$ cat src/rtl/cmag_pkg.sv
package cmag_pkg;
  // guard bits: fold sign growth, prescale gain, CORDIC growth, sqrt(2) corner, sign
  localparam int unsigned CMAG_GUARD = 5;

  function automatic int unsigned cmag_dp_width(input int unsigned in_w, input int unsigned frac_sh);
    return in_w + frac_sh + CMAG_GUARD;
  endfunction

  // fold stage + prescale stage + one per rotation
  function automatic int unsigned cmag_latency(input int unsigned stages);
    return stages + 2;
  endfunction
endpackage

$ cat src/rtl/cmag_fold_scale.sv
module cmag_fold_scale #(
  parameter int unsigned IN_W    = 16,
  parameter int unsigned FRAC_SH = 4,
  parameter int unsigned W       = 25
) (
  input  logic                clk_i,
  input  logic                rst_ni,
  input  logic [IN_W-1:0]     x_i,
  input  logic [IN_W-1:0]     y_i,
  output logic signed [W-1:0] x_o,
  output logic signed [W-1:0] y_o
);
  logic signed [W-1:0] x_ext, y_ext, x_sc, y_sc, x_nx, y_nx;

  always_comb begin
    x_ext = {{(W-IN_W){x_i[IN_W-1]}}, x_i};
    y_ext = {{(W-IN_W){y_i[IN_W-1]}}, y_i};
    x_sc  = x_ext <<< FRAC_SH;
    y_sc  = y_ext <<< FRAC_SH;
    if (y_i[IN_W-1]) begin
      x_nx = -x_sc;
      y_nx = -y_sc;
    end else begin
      x_nx = x_sc;
      y_nx = y_sc;
    end
  end

  always_ff @(posedge clk_i or negedge rst_ni) begin
    if (!rst_ni) begin
      x_o <= '0;
      y_o <= '0;
    end else begin
      x_o <= x_nx;
      y_o <= y_nx;
    end
  end
endmodule

$ cat src/rtl/cmag_prescale.sv
module cmag_prescale #(
  parameter int unsigned W = 25
) (
  input  logic                clk_i,
  input  logic                rst_ni,
  input  logic signed [W-1:0] x_i,
  input  logic signed [W-1:0] y_i,
  output logic signed [W-1:0] x_o,
  output logic signed [W-1:0] y_o
);
  // v * (1 + 1/4 - 1/32 - 1/256): trims the rotation gain to about 2
  function automatic logic signed [W-1:0] trim(input logic signed [W-1:0] v);
    return v + (v >>> 2) - (v >>> 5) - (v >>> 8);
  endfunction

  always_ff @(posedge clk_i or negedge rst_ni) begin
    if (!rst_ni) begin
      x_o <= '0;
      y_o <= '0;
    end else begin
      x_o <= trim(x_i);
      y_o <= trim(y_i);
    end
  end
endmodule

$ cat src/rtl/cmag_rotate.sv
module cmag_rotate #(
  parameter int unsigned W     = 25,
  parameter int unsigned SHIFT = 0
) (
  input  logic                clk_i,
  input  logic                rst_ni,
  input  logic signed [W-1:0] x_i,
  input  logic signed [W-1:0] y_i,
  output logic signed [W-1:0] x_o,
  output logic signed [W-1:0] y_o
);
  logic signed [W-1:0] x_sh, y_sh;
  logic                x_pos;

  assign x_sh  = x_i >>> SHIFT;
  assign y_sh  = y_i >>> SHIFT;
  assign x_pos = !x_i[W-1] && (x_i != '0);

  always_ff @(posedge clk_i or negedge rst_ni) begin
    if (!rst_ni) begin
      x_o <= '0;
      y_o <= '0;
    end else if (x_pos) begin
      x_o <= x_i - y_sh;
      y_o <= y_i + x_sh;
    end else begin
      x_o <= x_i + y_sh;
      y_o <= y_i - x_sh;
    end
  end
endmodule

$ cat src/rtl/cmag_delay.sv
module cmag_delay #(
  parameter int unsigned WIDTH = 33,
  parameter int unsigned DEPTH = 7
) (
  input  logic             clk_i,
  input  logic             rst_ni,
  input  logic [WIDTH-1:0] d_i,
  output logic [WIDTH-1:0] q_o
);
  logic [WIDTH-1:0] pipe [DEPTH];

  for (genvar s = 0; s < DEPTH; s++) begin : g_tap
    always_ff @(posedge clk_i or negedge rst_ni) begin
      if (!rst_ni) pipe[s] <= '0;
      else if (s == 0) pipe[s] <= d_i;
      else pipe[s] <= pipe[(s == 0) ? 0 : s-1];
    end
  end

  assign q_o = pipe[DEPTH-1];
endmodule

$ cat src/rtl/cordic_mag.sv
module cordic_mag
  import cmag_pkg::*;
#(
  parameter int unsigned IN_W    = 16,
  parameter int unsigned STAGES  = 5,
  parameter int unsigned FRAC_SH = 4
) (
  input  logic            clk_i,
  input  logic            rst_ni,
  input  logic            in_valid_i,
  input  logic [IN_W-1:0] x_i,
  input  logic [IN_W-1:0] y_i,
  output logic            out_valid_o,
  output logic [IN_W-1:0] x_o,
  output logic [IN_W-1:0] y_o,
  output logic [IN_W:0]   mag_o
);
  localparam int unsigned W     = cmag_dp_width(IN_W, FRAC_SH);
  localparam int unsigned LAT   = cmag_latency(STAGES);
  localparam int unsigned MAG_W = IN_W + 1;
  localparam int unsigned SB_W  = 2*IN_W + 1;

  logic signed [W-1:0] fold_x, fold_y, pre_x, pre_y;
  logic signed [W-1:0] rot_x [STAGES+1];
  logic signed [W-1:0] rot_y [STAGES+1];
  logic signed [W-1:0] y_last, y_scaled;
  logic [SB_W-1:0]     side_d, side_q;
  logic                unused_bits;

  cmag_fold_scale #(.IN_W(IN_W), .FRAC_SH(FRAC_SH), .W(W)) i_fold (
    .clk_i, .rst_ni, .x_i, .y_i, .x_o(fold_x), .y_o(fold_y)
  );

  cmag_prescale #(.W(W)) i_pre (
    .clk_i, .rst_ni, .x_i(fold_x), .y_i(fold_y), .x_o(pre_x), .y_o(pre_y)
  );

  assign rot_x[0] = pre_x;
  assign rot_y[0] = pre_y;

  for (genvar s = 0; s < STAGES; s++) begin : g_rot
    cmag_rotate #(.W(W), .SHIFT(s)) i_rot (
      .clk_i, .rst_ni,
      .x_i(rot_x[s]),   .y_i(rot_y[s]),
      .x_o(rot_x[s+1]), .y_o(rot_y[s+1])
    );
  end

  // gain ~2 and fixed-point scale removed by one arithmetic shift
  assign y_last   = rot_y[STAGES];
  assign y_scaled = y_last >>> (FRAC_SH + 1);
  assign mag_o    = y_last[W-1] ? '0 : y_scaled[MAG_W-1:0];

  assign side_d = {in_valid_i, x_i, y_i};

  cmag_delay #(.WIDTH(SB_W), .DEPTH(LAT)) i_side (
    .clk_i, .rst_ni, .d_i(side_d), .q_o(side_q)
  );

  assign out_valid_o = side_q[SB_W-1];
  assign x_o         = side_q[2*IN_W-1:IN_W];
  assign y_o         = side_q[IN_W-1:0];

  assign unused_bits = ^{rot_x[STAGES], y_scaled[W-1:MAG_W]};
endmodule

$ cat config.mk
export PLATFORM = sky130hd
export DESIGN_NAME = cordic_mag
export DESIGN_NICKNAME = d
export VERILOG_FILES = /design/src/rtl/cmag_pkg.sv /design/src/rtl/cmag_fold_scale.sv /design/src/rtl/cmag_prescale.sv /design/src/rtl/cmag_rotate.sv /design/src/rtl/cmag_delay.sv /design/src/rtl/cordic_mag.sv
export SDC_FILE = /design/constraint.sdc
export NUM_CORES = 1
export LEC_CHECK = 0
export BUFFER_PORTS_ARGS = -buffer_cell sky130_fd_sc_hd__clkbuf_2
export CORE_MARGIN = 4
export CORE_UTILIZATION = 53
export DETAILED_ROUTE_END_ITERATION = 8
export PLACE_DENSITY = 0.69
export SLEW_MARGIN = 30
export SYNTH_ARGS = -nofsm -noshare
export SYNTH_HDL_FRONTEND = slang
export SYNTH_SLANG_ARGS = --single-unit
$ cat constraint.sdc
create_clock -name clk_i -period 6 [get_ports clk_i]
set_clock_uncertainty 0.1 [all_clocks]
set_input_delay 0.6 -clock clk_i [delete_from_list [all_inputs] [get_ports clk_i]]
set_output_delay 0.6 -clock clk_i [all_outputs]
set_load 0.005 [all_outputs]
==> flow_summary.yaml, run 1 <==
run_status:
  outcome: "finished clean"
placed_design:
  place_congestion: 0.928
  port-buffer-count: 84
  hpwl_mm: 60.5
clock_network:
  cts_root_buffer: "clkbuf_16"
  cts_max_path_buffers: 3
  clkTransAtPathRegs_ns: 0.06
  worstSkewPairLatency_ns: 0.63
  postCtsSetupBuffers: 0
  numCtsBuffers: 55
  cts-htree-levels: 2
  clock_sinks: 538
  cts_tree: "built"
synthesis:
  synth_top_area_share_pct: 40.1
  yosysSeqAreaShare_pct: 40.1
  synth_seq_cells: 538
  async_flop_share_pct: 100
  synth_cell_types: 78
  yosys_warnings: 0
  synth_top_flop_cell: "dfrtp_1"
  yosys.area.top_type: "dfrtp_1"
  syn_avg_cell_area_um2: 9.92
  syn_inst: 3382
  ys_top_cells_by_area: "dfrtp_1 40%, ha_1 12%, xnor2_1 7.3%"
  syn_area_um2: 33600
  synth_edf_count: 0
global_routing:
  grt_pass1_vias: 24400
  grt_usage_pct: 23.2
  grt_pass1_wl_mm: 127
  grt_start_max_net_pins: 150
  grt_antenna_before_repair: 4
  grt_overflow: 0
timing:
  hold_violations: 0
  rsz0062_at_grt: "false"
  timing.final.crit_share_pct: 91.0
  setup_viol: 0
  worst_pin_slew_ns: 0.856
  drv_slew: 0
  fin_tns_setup_ns: 0
  max_freq_mhz: 183
  slew_headroom_pct: 42.2
  period_needed_ns: 5.46
floorplan:
  die_width_um: 260
  core_area_um2: 62200
  initial_core_util_pct: 54.0
  io_pins: 85
  rows: 91
  dieArea_um2: 67400
  dieHeight_um: 260
worst_setup_path:
  path_cells: "or4_1 > or3_1 > nor3_1 > a31oi_1 > a21oi_1 > xor2_1 > ha_1 > a21oi_1 > o21ai_0 > a21o_1 > a211o_1 > a2111oi_0 > o41ai_1 > o31ai_1 > mux2i_1 > nand3_1"
  startpoint: "g_rot[3].i_rot.x_o[14]$_DFF_PN0_"
  cp_slowest_stage_delay_ns: 0.62
  cp-end-kind: "flop"
  crit_end: "g_rot[4].i_rot.y_o[21]$_DFF_PN0_"
  r2r_start: "g_rot[3].i_rot.x_o[14]$_DFF_PN0_"
  crit_fanout: 6
  crit_cells: 16
  r2r_cells: 16
  arrival_ns: 5.86
  reg2reg_to: "g_rot[4].i_rot.y_o[21]$_DFF_PN0_"
  worst_setup_path_start_kind: "flop"
  required_ns: 6.40
  critPathTopFamily: "compound AO/OA/AOI/OAI gates"
  rrSetupSlack_ns: 0.54
  cpMaxStageDelayCell: "a2111oi_0"
  crit_type: "reg2reg"
  path_common_cell: "a21oi_1"
  path_buf_inv: 0
finish:
  final_nets: 3907
  diodes: 0
  drive_gt1_share_pct: 7.01
  syn_to_final_growth_pct: 9.70
  final_common_cell: "dfrtp_1"
  final_cell_mix: "538 x dfrtp_1, 316 x inv_1, 312 x ha_1, 280 x xnor2_1, 261 x a21oi_1"
  final_core_util_pct: 59.2
hold_path:
  worstHoldPathType: "in2reg"
drt:
  dr_total_vias: 24300
  vias_per_cell: 5.58
  wirelength_mm: 77.0
  ant_nets: 0
  remaining_drc_errors: 0
  first_iter_violations: 1578
  routedWlPerCell_um: 17.6
  drt_pass1_iterations: 7
run:
  maxCapViolCount: 0
[flip-flops by register name, summed over array words and instances (netlist names)]
signal           cells
i_side.pipe        198
g_rot.i_rot.y_o    117
g_rot.i_rot.x_o    100
i_side.q_o          33
i_pre.x_o           25
i_pre.y_o           25
i_fold.x_o          20
i_fold.y_o          20
[repair_timing]
item                                    4_1_cts  5_1_grt
endpoints found under the hold margin       120        0
gates resized for setup                       0        1
endpoints found under the setup margin        0        1
hold buffers                                  3        0
[per-layer routing]
layer	GRT usage [%]	part of all wire, %
met1	30.6	44
met5	0	0.017
met3	2.53	3.7
met2	40.8	50
met4	6.76	2.9
[layout make-up]
class | count | area, um^2
tap | 837 | 1050
timing repair buffer | 115 | 728
sequential | 538 | 13500
clock buffer | 76 | 1550
multi-input combinational | 2450 | 18500
fill | 5254 | 25400
clock inverter | 28 | 360
inverter | 319 | 1200
[kinds of logic (layout without fill, tap and decap cells)]
family | Yosys count | in the layout | synth area share (%)
DFF | 538 | 538 | 40.1
xor gates and xnor gates | 385 | 385 | 10.0
muxes | 15 | 15 | 0.447
buffers and inverters | 400 | 538 | 4.93
other | 1 | 7 | 0.0112
AOI/OAI and AO/OA | 839 | 839 | 15.8
and+or+nand+nor | 811 | 811 | 12.2
adders and majority gates | 393 | 393 | 16.5
[cell usage after synthesis, types with 53 or more instances]
library cell and n:
nor3_1 79, fa_1 81, a21o_1 80, dfrtp_1 538
xnor2_1 280, o21ai_0 186, nand2_1 147, a21oi_1 261
ha_1 312, nor2b_1 57, xor2_1 105, nand2b_1 53
o31ai_1 53, inv_1 316, nor2_1 233
[through the flow]
stage	hold slack, ns	worst slack, ns	cells	area (um^2)
floorplan	0.204	0.936	3388	33600
global route	0.00754	0.0714	4363	36800
detailed placement	0.235	0.480	4255	34800
CTS	0.00156	0.450	4362	36800
global placement	0.231	0.554	4255	34800
finish	0.0341	0.542	4363	36800
[worst min path at each step]
stage                          startpoint  slack (ns)  cells after the start                         endpoint
2_1_floorplan                      rst_ni        0.20                      0  g_rot[0].i_rot.x_o[0]$_DFF_PN0_
3_3_place_gp   i_side.pipe[169]$_DFF_PN0_        0.23                      0       i_side.pipe[136]$_DFF_PN0_
3_5_place_dp   i_side.pipe[146]$_DFF_PN0_        0.23                      0       i_side.pipe[113]$_DFF_PN0_
4_1_cts                            y_i[0]       0.002                      1       i_side.pipe[198]$_DFF_PN0_
5_1_grt                            y_i[0]       0.008                      1       i_side.pipe[198]$_DFF_PN0_
6_report                           y_i[0]        0.03                      1       i_side.pipe[198]$_DFF_PN0_
Power of run 1 is not shown: default switching activity piles up to over one toggle a cycle in this logic, so the estimate is an artifact.
==> run 2, diff against run 1 <==
--- a/config.mk
+++ b/config.mk
@@ -9,7 +9,9 @@
 export CORE_MARGIN = 4
 export CORE_UTILIZATION = 53
 export DETAILED_ROUTE_END_ITERATION = 8
+export GPL_TIMING_DRIVEN = 0
 export PLACE_DENSITY = 0.69
+export RECOVER_POWER = 25
 export SLEW_MARGIN = 30
 export SYNTH_ARGS = -nofsm -noshare
 export SYNTH_HDL_FRONTEND = slang
==> run 2 against run 1 <==
The run now ends with max-capacitance violations, max-slew violations left. Final cell count up 1.6%. Global-route usage up 0.38 points. Flip-flop and latch count unchanged. Maximum frequency down 6.6%. Via count up 0.44%. First-iteration DRC count down 7.4%. Non-clock buffer count up 70. Final area up 1.4%. Count of clock-buffer cells in the layout down 3. Wire length up 1.3%. Die area unchanged. Critical path depth up 6. Largest cell class unchanged.
==> flow_summary.yaml, run 2 (synthesized netlist as in run 1, its figures left out) <==
timing:
  worst_pin_slew_ns: 3.07
  timing.final.crit_share_pct: 97.4
  setup_viol: 0
  period_needed_ns: 5.85
  hold_violations: 0
  slew_headroom_pct: -105
  max_freq_mhz: 171
  fin_tns_setup_ns: 0
  drv_slew: 51
  hold_ws_ns: 0.0700
floorplan:
  dieHeight_um: 260
  io_pins: 85
  rows: 91
  initial_core_util_pct: 54.0
  dieArea_um2: 67400
  core_area_um2: 62200
  die_width_um: 260
worst_setup_path:
  crit_type: "reg2reg"
  arrival_ns: 6.28
  worst_setup_path_start_kind: "flop"
  cp-end-kind: "flop"
  required_ns: 6.44
  crit_fanout: 10
placed_design:
  dp_cells: 4317
  port-buffer-count: 84
  place_congestion: 0.929
  hpwl_mm: 61.2
finish:
  fillers: 5305
  final_cell_mix: "535 x dfrtp_1, 316 x inv_1, 312 x ha_1, 280 x xnor2_1, 257 x a21oi_1"
  final_core_util_pct: 60.0
  syn_to_final_growth_pct: 11.2
  layout.cells.non_filler: 4431
  top_regs: "i_side.pipe (198), g_rot.i_rot.y_o (117), g_rot.i_rot.x_o (100)"
  final_nets: 3977
  top_register: "i_side.pipe"
  diodes: 0
  final_common_cell: "dfrtp_1"
  drive_gt1_share_pct: 7.40
  largest_reg_flops: 198
drt:
  top_layer: "met4"
  vias_per_cell: 5.52
  drt_pass1_iterations: 5
  wl_met3_mm: 2.47
  routedWlPerCell_um: 17.6
  wirelength_mm: 78.0
  remaining_drc_errors: 0
  ant_nets: 0
  first_iter_violations: 1462
  dr_total_vias: 24400
  met1_length_mm: 31.5
  wl_met2_mm: 40.5
clock_network:
  cts_root_buffer: "clkbuf_16"
  clock_sinks: 538
  cts-htree-levels: 2
  cts_tree: "built"
  numCtsBuffers: 55
  worstSkewPairLatency_ns: 0.61
  clkTransAtPathRegs_ns: 0.06
  cts_max_path_buffers: 3
run:
  maxCapViolCount: 1
global_routing:
  grt_start_max_net_pins: 87
  grt_overflow: 0
  grt_pass1_wl_mm: 129
  grt_usage_pct: 23.6
  grt_antenna_before_repair: 3
  grt_pass1_vias: 25400
run_status:
  violations: "max-capacitance violations, max-slew violations"
  outcome: "complete, but fails checks"
hold_path:
  worstHoldPathType: "in2reg"
run 2: path summary, 6_finish.rpt:
check / startpoint / end / slack, ns / cells after the start
max in group asynchronous: rst_ni / g_rot[0].i_rot.x_o[24]$_DFF_PN0_ / 2.31 / 5
max reg2reg: g_rot[2].i_rot.x_o[7]$_DFF_PN0_ / g_rot[3].i_rot.y_o[18]$_DFF_PN0_ / 0.15 / 22
min reg2reg: i_side.pipe[165]$_DFF_PN0_ / i_side.pipe[132]$_DFF_PN0_ / 0.24 / 0
min: x_i[12] / i_side.pipe[226]$_DFF_PN0_ / 0.07 / 1
max: g_rot[2].i_rot.x_o[7]$_DFF_PN0_ / g_rot[3].i_rot.y_o[18]$_DFF_PN0_ / 0.15 / 22
min in group asynchronous: rst_ni / i_side.q_o[10]$_DFF_PN0_ / 1.44 / 2
run 2: area by class of cell:
| cell class | instances | area (um^2) | share of cell area [%] |
|---|---|---|---|
| Tap cell | 837 | 1050 | 2.81 |
| Timing Repair Buffer | 104 | 679 | 1.82 |
| Clock buffer | 73 | 1530 | 4.11 |
| Multi-Input combinational cell | 2450 | 18600 | 49.8 |
| Clock inverter | 29 | 349 | 0.935 |
| Buffer | 81 | 465 | 1.25 |
| Sequential cell | 538 | 13500 | 36.1 |
| Inverter | 319 | 1200 | 3.21 |
run 2: routing by layer:
layer	up-vias	GRT usage, %
met4	0	9.88
met1	11700	27.6
met5	-	0
met2	467	43.9
li1	12000	-
met3	198	2.57
run 2: metrics by stage:
| stage | cell area (um^2) | setup slack, ns |
|---|---|---|
| finish | 37300 | 0.153 |
| global placement | 35000 | -7.39 |
| global route | 37300 | -0.0166 |
| detailed placement | 35300 | -0.427 |
| floorplan | 33600 | 0.936 |
| CTS | 37300 | 0.0471 |
run 2: worst max-delay path, stage by stage (launching register included):
cell and delay [ns]:
dfrtp_2 0.45, nor3_4 0.26, nand4_1 0.29, nor3_4 0.21
nand2_2 0.09, or3_4 0.42, or4_4 0.48, buf_2 0.18
and2_4 0.16, buf_6 0.14, buf_6 0.16, nor2_2 0.09
xor2_1 0.17, ha_1 0.28, nor2b_1 0.16, o31a_1 0.28
o211a_1 0.27, o31a_1 0.34, o41ai_4 0.44, o21bai_1 0.18
a221o_1 0.34, a21oi_2 0.15, xnor2_1 0.13
run 2: timing repair:
| action | CTS | global route |
|---|---|---|
| setup buffers | 2 | 5 |
| resized for setup | 9 | 22 |
| pin swaps | 1 | 8 |
| endpoints found under the setup margin | 15 | 20 |
| endpoints found under the hold margin | 54 | 0 |
| hold buffers | 5 | 0 |
Power of run 2 is left out for the same reason.
